## config.mk

```make
export PLATFORM = sky130hd
export DESIGN_NAME = posframe_rx
export DESIGN_NICKNAME = d
export VERILOG_FILES = /design/src/rtl/posrx_pkg.sv /design/src/rtl/posrx_clkgen.sv /design/src/rtl/posrx_crc.sv /design/src/rtl/posframe_rx.sv
export SDC_FILE = /design/constraint.sdc
export NUM_CORES = 1
export LEC_CHECK = 0
export ABC_AREA = 1
export BUFFER_PORTS_ARGS = -buffer_cell sky130_fd_sc_hd__buf_2
export CAP_MARGIN = 10
export CORE_MARGIN = 8
export CORE_UTILIZATION = 40
export CTS_BUF_LIST = sky130_fd_sc_hd__clkbuf_8
export CTS_CLUSTER_DIAMETER = 30
export DETAILED_ROUTE_END_ITERATION = 10
export PLACE_DENSITY = 0.68
export SETUP_SLACK_MARGIN = 0.5
export SLEW_MARGIN = 20
export SYNTH_ARGS = -nofsm -noshare
export SYNTH_HDL_FRONTEND = slang
export SYNTH_HIERARCHICAL = 1
export SYNTH_SLANG_ARGS = --single-unit
```

## constraint.sdc

```tcl
create_clock -name clk -period 3.35 [get_ports clk]
set_clock_uncertainty 0.15 [all_clocks]
set_input_delay 0.67 -clock clk [delete_from_list [all_inputs] [get_ports clk]]
set_output_delay 0.67 -clock clk [all_outputs]
set_load 0.1 [all_outputs]
```

## src/rtl/posrx_pkg.sv

```systemverilog
package posrx_pkg;

   // frame sequencer phases
   typedef enum logic [2:0] {
      PH_IDLE,
      PH_ACK,
      PH_BUSY,
      PH_CTRL,
      PH_DATA,
      PH_REST
   } phase_e;

endpackage

```

## src/rtl/posrx_clkgen.sv

```systemverilog
// Sensor clock generator with a delayed sampling strobe inside each high phase.
module posrx_clkgen #(
   parameter int HALF_PERIOD  = 8,
   parameter int SAMPLE_DELAY = 2
) (
   input  logic clk,
   input  logic rst_n,
   input  logic launch,
   input  logic halt,
   output logic sclk,
   output logic smp
);
   localparam int CW = (HALF_PERIOD < 2) ? 1 : $clog2(HALF_PERIOD);

   logic          active;
   logic [CW-1:0] cnt;
   logic          sclk_q;

   always_ff @(posedge clk or negedge rst_n) begin
      if (!rst_n) begin
         active <= 1'b0;
         cnt    <= '0;
         sclk_q <= 1'b1;
      end else if (launch) begin
         active <= 1'b1;
         cnt    <= '0;
         sclk_q <= 1'b0;
      end else if (halt) begin
         active <= 1'b0;
         cnt    <= '0;
         sclk_q <= 1'b1;
      end else if (active) begin
         if (cnt == CW'(HALF_PERIOD - 1)) begin
            cnt    <= '0;
            sclk_q <= ~sclk_q;
         end else begin
            cnt <= cnt + 1'b1;
         end
      end
   end

   assign sclk = sclk_q;
   assign smp  = active && sclk_q && (cnt == CW'(SAMPLE_DELAY));

   a_r1_idle_clock_high : assert property (@(posedge clk) disable iff (!rst_n)
      !active |-> sclk_q);

   a_r1_level_held : assert property (@(posedge clk) disable iff (!rst_n)
      (active && !launch && !halt && cnt != CW'(HALF_PERIOD - 1)) |=> $stable(sclk_q));

endmodule

```

## src/rtl/posrx_crc.sv

```systemverilog
// Serial CRC, MSB first, taps given by POLY (without the top term).
module posrx_crc #(
   parameter int               W    = 6,
   parameter logic [W-1:0]     POLY = 6'h03
) (
   input  logic         clk,
   input  logic         rst_n,
   input  logic         clr,
   input  logic         en,
   input  logic         din,
   output logic [W-1:0] crc
);
   logic [W-1:0] crc_q;
   logic [W-1:0] nxt;
   logic         fb;

   assign fb = crc_q[W-1] ^ din;

   for (genvar i = 0; i < W; i++) begin : g_tap
      if (i == 0) begin : g_lsb
         assign nxt[i] = POLY[i] & fb;
      end else begin : g_upper
         assign nxt[i] = crc_q[i-1] ^ (POLY[i] & fb);
      end
   end

   always_ff @(posedge clk or negedge rst_n) begin
      if (!rst_n)   crc_q <= '0;
      else if (clr) crc_q <= '0;
      else if (en)  crc_q <= nxt;
   end

   assign crc = crc_q;

   a_r5_clear_zero : assert property (@(posedge clk) disable iff (!rst_n)
      clr |=> (crc_q == '0));

   a_r5_hold_idle : assert property (@(posedge clk) disable iff (!rst_n)
      (!clr && !en) |=> $stable(crc_q));

endmodule

```

## src/rtl/posframe_rx.sv

```systemverilog
module posframe_rx
   import posrx_pkg::*;
#(
   parameter int                 POS_W        = 40,
   parameter int                 CRC_W        = 6,
   parameter logic [CRC_W-1:0]   CRC_POLY     = 6'h03,
   parameter int                 HALF_PERIOD  = 8,
   parameter int                 SAMPLE_DELAY = 2,
   parameter int                 ACK_TIMEOUT  = 64,
   parameter int                 REST_CYCLES  = 200
) (
   input  logic             clk,
   input  logic             rst_n,
   input  logic             req_i,
   input  logic             enc_data_i,
   output logic             enc_clk_o,
   output logic             busy,
   output logic             frame_valid,
   output logic             crc_ok,
   output logic             crc_err,
   output logic             timeout,
   output logic [POS_W-1:0] position,
   output logic             n_err,
   output logic             n_warn
);
   localparam int DATA_BITS = POS_W + 2;
   localparam int TOT_BITS  = DATA_BITS + CRC_W;
   localparam int WCW       = $clog2(ACK_TIMEOUT + 1);
   localparam int BCW       = $clog2(TOT_BITS + 1);
   localparam int RCW       = $clog2(REST_CYCLES + 1);

   // elaboration-time parameter checks
   if (HALF_PERIOD < 2) begin : g_bad_half
      $error("HALF_PERIOD must be at least 2");
   end
   if (SAMPLE_DELAY < 0 || SAMPLE_DELAY >= HALF_PERIOD) begin : g_bad_delay
      $error("SAMPLE_DELAY must lie inside one half period");
   end
   if (CRC_W < 2 || POS_W < 1) begin : g_bad_width
      $error("CRC_W must be >= 2 and POS_W >= 1");
   end
   if (ACK_TIMEOUT < 1 || REST_CYCLES < 1) begin : g_bad_time
      $error("ACK_TIMEOUT and REST_CYCLES must be positive");
   end

   phase_e               phase;
   logic [WCW-1:0]       wait_cnt;
   logic [BCW-1:0]       bit_cnt;
   logic [RCW-1:0]       rest_cnt;
   logic [DATA_BITS-1:0] data_sr;
   logic [CRC_W-1:0]     rx_crc;
   logic [CRC_W-1:0]     crc_val;
   logic [CRC_W-1:0]     rx_full;

   logic smp, sclk, launch, halt;
   logic in_wait, is_start, wait_last, to_hit;
   logic data_last, frame_end, crc_en, match;

   logic             valid_q, ok_q, err_q, to_q;
   logic [POS_W-1:0] pos_q;
   logic             nerr_q, nwarn_q;

   assign launch    = (phase == PH_IDLE) && req_i;
   assign in_wait   = (phase == PH_ACK) || (phase == PH_BUSY);
   assign is_start  = (phase == PH_BUSY) && enc_data_i;
   assign wait_last = (wait_cnt == WCW'(ACK_TIMEOUT - 1));
   assign to_hit    = smp && in_wait && !is_start && wait_last;
   assign data_last = (bit_cnt == BCW'(TOT_BITS - 1));
   assign frame_end = smp && (phase == PH_DATA) && data_last;
   assign halt      = to_hit || frame_end;
   assign crc_en    = smp && (phase == PH_DATA) && (bit_cnt < BCW'(DATA_BITS));
   assign rx_full   = {rx_crc[CRC_W-2:0], enc_data_i};
   assign match     = ((~rx_full) == crc_val);

   posrx_clkgen #(
      .HALF_PERIOD (HALF_PERIOD),
      .SAMPLE_DELAY(SAMPLE_DELAY)
   ) i_clkgen (
      .clk   (clk),
      .rst_n (rst_n),
      .launch(launch),
      .halt  (halt),
      .sclk  (sclk),
      .smp   (smp)
   );

   posrx_crc #(
      .W   (CRC_W),
      .POLY(CRC_POLY)
   ) i_crc (
      .clk  (clk),
      .rst_n(rst_n),
      .clr  (launch),
      .en   (crc_en),
      .din  (enc_data_i),
      .crc  (crc_val)
   );

   // frame sequencer
   always_ff @(posedge clk or negedge rst_n) begin
      if (!rst_n) begin
         phase    <= PH_IDLE;
         wait_cnt <= '0;
         bit_cnt  <= '0;
         rest_cnt <= '0;
         data_sr  <= '0;
         rx_crc   <= '0;
      end else begin
         unique case (phase)
            PH_IDLE: begin
               if (req_i) begin
                  phase    <= PH_ACK;
                  wait_cnt <= '0;
               end
            end
            PH_ACK, PH_BUSY: begin
               if (smp) begin
                  if (is_start) begin
                     phase <= PH_CTRL;
                  end else if (wait_last) begin
                     phase    <= PH_REST;
                     rest_cnt <= '0;
                  end else begin
                     wait_cnt <= wait_cnt + 1'b1;
                     if (!enc_data_i) phase <= PH_BUSY;
                  end
               end
            end
            PH_CTRL: begin
               // control bit is consumed and not used
               if (smp) begin
                  phase   <= PH_DATA;
                  bit_cnt <= '0;
               end
            end
            PH_DATA: begin
               if (smp) begin
                  bit_cnt <= bit_cnt + 1'b1;
                  if (bit_cnt < BCW'(DATA_BITS)) data_sr <= {data_sr[DATA_BITS-2:0], enc_data_i};
                  else                           rx_crc  <= rx_full;
                  if (data_last) begin
                     phase    <= PH_REST;
                     rest_cnt <= '0;
                  end
               end
            end
            PH_REST: begin
               if (rest_cnt == RCW'(REST_CYCLES - 1)) phase <= PH_IDLE;
               else                                   rest_cnt <= rest_cnt + 1'b1;
            end
            default: phase <= PH_IDLE;
         endcase
      end
   end

   // result registers
   always_ff @(posedge clk or negedge rst_n) begin
      if (!rst_n) begin
         valid_q <= 1'b0;
         ok_q    <= 1'b0;
         err_q   <= 1'b0;
         to_q    <= 1'b0;
         pos_q   <= '0;
         nerr_q  <= 1'b1;
         nwarn_q <= 1'b1;
      end else begin
         valid_q <= frame_end;
         err_q   <= frame_end && !match;
         to_q    <= to_hit;
         if (frame_end) begin
            ok_q <= match;
            if (match) begin
               pos_q   <= data_sr[DATA_BITS-1:2];
               nerr_q  <= data_sr[1];
               nwarn_q <= data_sr[0];
            end
         end
      end
   end

   assign enc_clk_o   = sclk;
   assign busy        = (phase != PH_IDLE);
   assign frame_valid = valid_q;
   assign crc_ok      = ok_q;
   assign crc_err     = err_q;
   assign timeout     = to_q;
   assign position    = pos_q;
   assign n_err       = nerr_q;
   assign n_warn      = nwarn_q;

   a_r6_valid_single : assert property (@(posedge clk) disable iff (!rst_n)
      frame_valid |=> !frame_valid);

   a_r7_err_with_valid : assert property (@(posedge clk) disable iff (!rst_n)
      crc_err |-> (frame_valid && !crc_ok));

   a_r7_hold_on_err : assert property (@(posedge clk) disable iff (!rst_n)
      crc_err |-> ($stable(position) && $stable(n_err) && $stable(n_warn)));

   a_r9_clock_high_idle : assert property (@(posedge clk) disable iff (!rst_n)
      !busy |-> enc_clk_o);

   a_r10_timeout_rests : assert property (@(posedge clk) disable iff (!rst_n)
      timeout |-> (busy && enc_clk_o && !frame_valid));

   a_r11_req_busy_no_restart : assert property (@(posedge clk) disable iff (!rst_n)
      (busy && req_i && phase != PH_REST) |=> busy);

   a_r4_bit_bound : assert property (@(posedge clk) disable iff (!rst_n)
      (phase == PH_DATA) |-> (bit_cnt < BCW'(TOT_BITS)));

endmodule

```

After elaboration in Yosys (flattened, before gate mapping)
Cells that the tools add are included.
{"block": "word_totals", "register_bits": 128, "input_bits": 4, "elab_cells": 119}
{"block": "op_classes", "add_sub_neg": 4, "magnitude_cmp": 1, "eq_ne": 22, "mux": 37, "n_bitwise": 5, "n_reduce_logical": 33}
{"cell": "two-way mux 8 bit", "n": 6}
{"cell": "two-way mux 3 bit", "n": 13}
{"cell": "two-way mux 7 bit", "n": 4}
{"cell": "two-way mux 6 bit", "n": 4}
{"cell": "case mux 8 bit (3 select lines)", "n": 1}
{"cell": "inequality test 2 bit (second input constant)", "n": 10}
{"cell": "case mux 3 bit (5 select lines)", "n": 1}
{"cell": "case mux 7 bit (2 select lines)", "n": 1}
{"cell": "AND reduction 7 bit", "n": 2}
{"cell": "case mux 6 bit (2 select lines)", "n": 1}
{"cell": "nonzero test 3 bit", "n": 4}
{"cell": "logical AND 1 bit", "n": 11}
{"cell": "equality test 3 x 2 -> 1 bit (second input constant)", "n": 3}
{"cell": "equality test 3 bit (second input constant)", "n": 3}
{"cell": "AND reduction 3 bit", "n": 3}
{"cell": "adder 8 x 1 -> 8 bit (second input constant)", "n": 1}
{"cell": "equality test 8 bit (second input constant)", "n": 1}
{"cell": "nonzero test 2 bit", "n": 4}
{"cell": "adder 7 x 1 -> 7 bit (second input constant)", "n": 1}
{"cell": "equality test 7 x 6 -> 1 bit (second input constant)", "n": 1}
{"cell": "adder 6 x 1 -> 6 bit (second input constant)", "n": 1}
{"cell": "equality test 6 bit", "n": 1}
{"cell": "equality test 6 bit (second input constant)", "n": 1}
{"cell": "< comparator 6 bit (second input constant)", "n": 1}
{"cell": "other kinds (13)", "n": 23}

Logic depth before layout (Yosys ltp)
{"block": "depth", "word_depth": 8, "mapped_depth": 13, "depth_no_buf": 13}

Hierarchy
The synthesis kept the hierarchy.
{"mod": "posframe_rx", "n_inst": 1, "cells_per_inst": 638, "area_per_inst_um2": 5290.1}
{"mod": "posrx_clkgen", "n_inst": 1, "cells_per_inst": 35, "area_per_inst_um2": 285.3}
{"mod": "posrx_crc", "n_inst": 1, "cells_per_inst": 33, "area_per_inst_um2": 285.3}

Worst setup path before layout
OpenSTA, ideal clock, no wires.
{"block": "synth_timing", "kind": "register to register", "start": "register i_clkgen.sclk_q (netlist: i_clkgen/sclk)", "end": "register i_clkgen.active", "setup_time_ns": 0.124, "arrival_ns": 2.655, "required_time_ns": 3.076, "slack_ns": 0.421, "path_stages_with_launch": 11, "n_path_buf": 0, "synth_period_minus_slack_ns": 2.929, "cell_sequence": "dfstp_2 nand2_1 nor3_1 inv_1 o21ai_0 nand2_1 nor2_1 nor2_2 nand2_2 inv_2 or2_1"}
{"block": "synth_via", "elab_chain_len": 7}
{"item": "from (decl)", "line": "posrx_clkgen.sv:17", "source": "logic sclk_q;"}
{"item": "from (signal assigned)", "line": "posrx_clkgen.sv:35", "source": "sclk_q <= ~sclk_q;"}
{"item": "logical AND 1 bit (*) (2 in a row)", "line": "posrx_clkgen.sv:43", "source": "assign smp = active && sclk_q && (cnt == CW'(SAMPLE_DELAY));"}
{"item": "via smp", "line": "posframe_rx.sv:55", "source": "logic smp, sclk, launch, halt;"}
{"item": "logical AND 1 bit (3 in a row)", "line": "posframe_rx.sv:67", "source": "assign to_hit = smp && in_wait && !is_start && wait_last;"}
{"item": "logical OR 1 bit (*)", "line": "posframe_rx.sv:70", "source": "assign halt = to_hit || frame_end;"}
{"item": "nonzero test 2 bit (no source line) (*)"}
{"item": "to (signal assigned)", "line": "posrx_clkgen.sv:21", "source": "active <= 1'b0;"}
{"item": "to (signal assigned)", "line": "posrx_clkgen.sv:25", "source": "active <= 1'b1;"}
{"item": "to (signal assigned)", "line": "posrx_clkgen.sv:29", "source": "active <= 1'b0;"}
{"item": "to (decl)", "line": "posrx_clkgen.sv:15", "source": "logic active;"}
Mark *: on every way through the listed nets, which the timed path passes. The rest lies on a longest branch.
A chain may end at the register's enable or synchronous reset.

Final worst setup path
{"block": "layout_timing", "start": "register i_clkgen.cnt[0]", "end": "register i_clkgen.active"}
{"block": "layout_via", "elab_chain_len": 7}
{"item": "from (decl)", "line": "posrx_clkgen.sv:16", "source": "logic [CW-1:0] cnt;"}
{"item": "from (signal assigned)", "line": "posrx_clkgen.sv:37", "source": "cnt <= cnt + 1'b1;"}
{"item": "equality test 3 x 2 -> 1 bit (*)", "line": "posrx_clkgen.sv:43"}
{"item": "logical AND 1 bit (*)", "line": "posrx_clkgen.sv:43"}
{"item": "via smp", "line": "posframe_rx.sv:55"}
{"item": "logical AND 1 bit (3 in a row)", "line": "posframe_rx.sv:67"}
{"item": "logical OR 1 bit (*)", "line": "posframe_rx.sv:70"}
{"item": "nonzero test 2 bit (no source line) (*)"}
Marks and branches as above.

==> impl_metrics.tcl <==
set metrics [dict create \
    outcome "finished, final reports clean" \
    switching_share_pct 34.6 \
    share_seq_of_total_power_pct 44.3 \
    hold_class "reg2reg" \
    tritoncts "yes" \
    die_w_um 137 \
    drt-initial-drc-count 286 \
    number_of_vias_after_detailed_routing 4623 \
    post-route-drc-count 0 \
    cts.root.buffer_cell "clkbuf_8" \
    fin_util_pct 46.4 \
    critPathMaxFanout 8 \
    synth.cell_area_um2 5860 \
    cts_setup_buffers 0 \
    synth_sequential_area_ratio_pct 54.7 \
    grt_pass1_wl_um 20700 \
    power_dissipated_by_switching_net_loads_mw 1.38 \
    die_height_um 137 \
    cts_bufs_inserted 17 \
    report.final.slew_viol_count 0 \
    initial_core_util_pct 40.6 \
    post_synth_inst_count 706 \
    slew_at_the_pin_closest_to_its_max_slew_limit_ns 0.506 \
    clk_pin_slew_ns 0.07 \
    ys_types 33 \
    postSynthAreaPerCell_um2 8.30 \
    finish.cell_count_without_fillers 958 \
    grt_antenna_before_repair 0 \
    p_per_area_nw_per_um2 598 \
    synth_nets 716 \
    synthMostInstantiatedCell "nand2_1" \
    multi_input_area_um2 2340 \
    final-setup-viol-count 0 \
    post-synth-top-area-cell "dfrtp_1" \
    worst-endpoint-required_ns 3.53 \
    ir_worst_vdd_uv 504 \
    std_cell_rows 44 \
    grt_pass1_vias 4414 \
    die_area_um2 18800 \
    static-leakage-power_nw 3.73 \
    top_level_ports 52 \
    cp-end-kind "flop" \
    synth-edff-count 0 \
    fin_crit_period_ns 2.48 \
    ys_ff_latch 128 \
    setup_tns_ns 0 \
    grt_remaining_overflow 0 \
    share_clk_of_total_power_pct 33.3 \
    cpPeakStageDelay_ns 0.41 \
    placeable_core_region_um2 14400 \
    postSynth.asyncResetShare_pct 100 \
    maxSlewHeadroom_pct 66.2 \
    timing.critical_path.from_type "flop" \
    dp_hpwl_um 7770 \
    drive_gt1_share_pct 16.5 \
    gp_congestion 0.826 \
    synth.top_cells.by_area "dfrtp_1, nand2_1, nand4_1" \
    layout-area-overhead-vs-synth_pct 14.2 \
    clk_latency_ns 0.44 \
    comb_power_share_pct 22.5 \
    slowest_stage "dfrtp_1" \
    fillCellCount 1411 \
    synth_ff_type "dfrtp_1" \
    yosys_warnings 6 \
    p_int_mw 2.62 \
    route.antenna.remaining_nets 0 \
    drt_wl_total_um 12000 \
    rsz0062_at_grt "false" \
    clock_sinks 128 \
    ant_cells 0 \
    path_cells "inv_1 -> ha_1 -> nand2_1 -> nor3_1 -> buf_4 -> inv_1 -> o21ai_0 -> nand2_1 -> nor2_2 -> nor2_2 -> nand2_2 -> inv_2 -> or2_1" \
    post_drt_wl_per_cell_um 12.5 \
    cts-root-to-sink-buffers 2 \
    cts_max_level 4 \
    fin_crit_sh_pct 73.9 \
    finalHoldViolCount 0 \
    final_nets 772 \
    post-place-cells 926 \
    final.hold.worst_slack_ns 0.316 \
    grt_max_degree 50 \
    post-route-cell-area_um2 6690 \
    drt-pass1-iter-count 6 \
    fmax_mhz 404 \
    type_of_the_setup_path_with_the_least_slack "reg2reg" \
    maxCapViolCount 0 \
    area_share_of_the_largest_cell_type_after_synthesis_pct 53.4 \
    drt-vias-per-instance 4.83 \
    layout.area.seq_um2 3210 \
    area_post_placement_um2 6280 \
    grt_usage_pct 13.7 \
    synth.cells.most_frequent "nand2_1, dfrtp_1, nand4_1" \
    port_buffers 51 \
    arrival_worst_endpoint_ns 2.66 \
]
## logic make-up (layout without fill, tap and decap cells)
| family | after synthesis | in the layout | synth area share, % |
|---|---|---|---|
| simple gates | 467 | 467 | 34.8 |
| flops | 128 | 128 | 54.7 |
| buf+inv | 69 | 137 | 5.53 |
| compound gates | 29 | 29 | 2.65 |
| fa+ha+maj | 6 | 6 | 1.28 |
| xor+xnor | 6 | 6 | 0.897 |
| mux | 1 | 1 | 0.171 |
## per-layer routing
layer,vias to the layer above,global-route usage (%),part of all wire [%]
li1,2368,-,-
met1,2179,17.4,49
met2,65,21.6,45
met3,11,4.77,4.9
met4,0,4.53,1.3
met5,-,0,0
## placed cells by master (no fill, tap or decap), drive strengths merged, types with 2 or more instances in the layout
master    count
nand2       340
dfrtp       125
buf          60
inv          47
nand4        44
nor2         38
nand3        33
clkbuf       19
o21ai        16
a21oi         7
ha            6
clkinv        6
xor2          5
o22ai         4
or2           4
nand3b        3
nor3          3
dfstp         3
nor3b         2
clkinvlp      2
bufinv        2
## final timing paths
check | startpoint | end | slack [ns] | depth (start not counted)
min reg2reg | position[26]$_DFFE_PN0P_ | position[26]$_DFFE_PN0P_ | 0.32 | 2
min in group asynchronous | rst_n | position[30]$_DFFE_PN0P_ | 0.49 | 2
max in group asynchronous | rst_n | i_clkgen/sclk$_DFFE_PN1P_ | 1.80 | 3
max | i_clkgen/cnt[0]$_DFFE_PN0P_ | i_clkgen/active$_DFFE_PN0P_ | 0.87 | 13
max reg2reg | i_clkgen/cnt[0]$_DFFE_PN0P_ | i_clkgen/active$_DFFE_PN0P_ | 0.87 | 13
min | position[26]$_DFFE_PN0P_ | position[26]$_DFFE_PN0P_ | 0.32 | 2
## state kept, by name, summed over array words and instances (netlist names)
signal           cells
i_clkgen/cnt         3
rest_cnt             8
data_sr             42
crc_err              1
i_crc/crc            6
i_clkgen/active      1
crc_ok               1
phase                3
position            40
rx_crc               5
n_warn               1
n_err                1
i_clkgen/sclk        1
wait_cnt             7
timeout              1
frame_valid          1
bit_cnt              6
## final cells by class
type                            count  share of cell area, %
Tap cell                          184                   3.44
Timing Repair Buffer               61                   5.20
Sequential cell                   128                   48.0
Clock buffer                       19                   3.91
Multi-Input combinational cell    509                   34.9
Clock inverter                     12                   2.00
Inverter                           45                   2.52
## metrics by stage
| stage | setup WS, ns | total power, mW |
|---|---|---|
| after detailed placement | 0.714 | 2.70 |
| after CTS | 0.707 | 4.04 |
| final | 0.874 | 4.00 |
| after global placement | 0.758 | 2.69 |
| after global routing | 0.561 | 4.25 |
| after floorplan | 0.516 | 2.49 |
## power by group through the flow
stage	Combinational (mW)	Sequential, mW	Clock, mW
final	0.898	1.77	1.33
after global routing	1.03	1.79	1.43
after CTS	0.900	1.77	1.37
after detailed placement	0.898	1.80	0
after global placement	0.890	1.80	0
after floorplan	0.662	1.82	0
## repair_timing
item	CTS	global route
hold buffers	1	0
endpoints found under the setup margin	0	3
resized for setup	0	1
hold endpoints to repair	19	0
## critical path: cells and delay by family (launching register included)
kind	cells	cell delay, ns
AO/OA/AOI/OAI	1	0.18
adder cells (fa/ha/maj)	1	0.16
buffers and inverters	4	0.39
flip-flops	1	0.41
AND/OR/NAND/NOR	7	1.08
No activity file was read; power rests on OpenSTA's default activity.
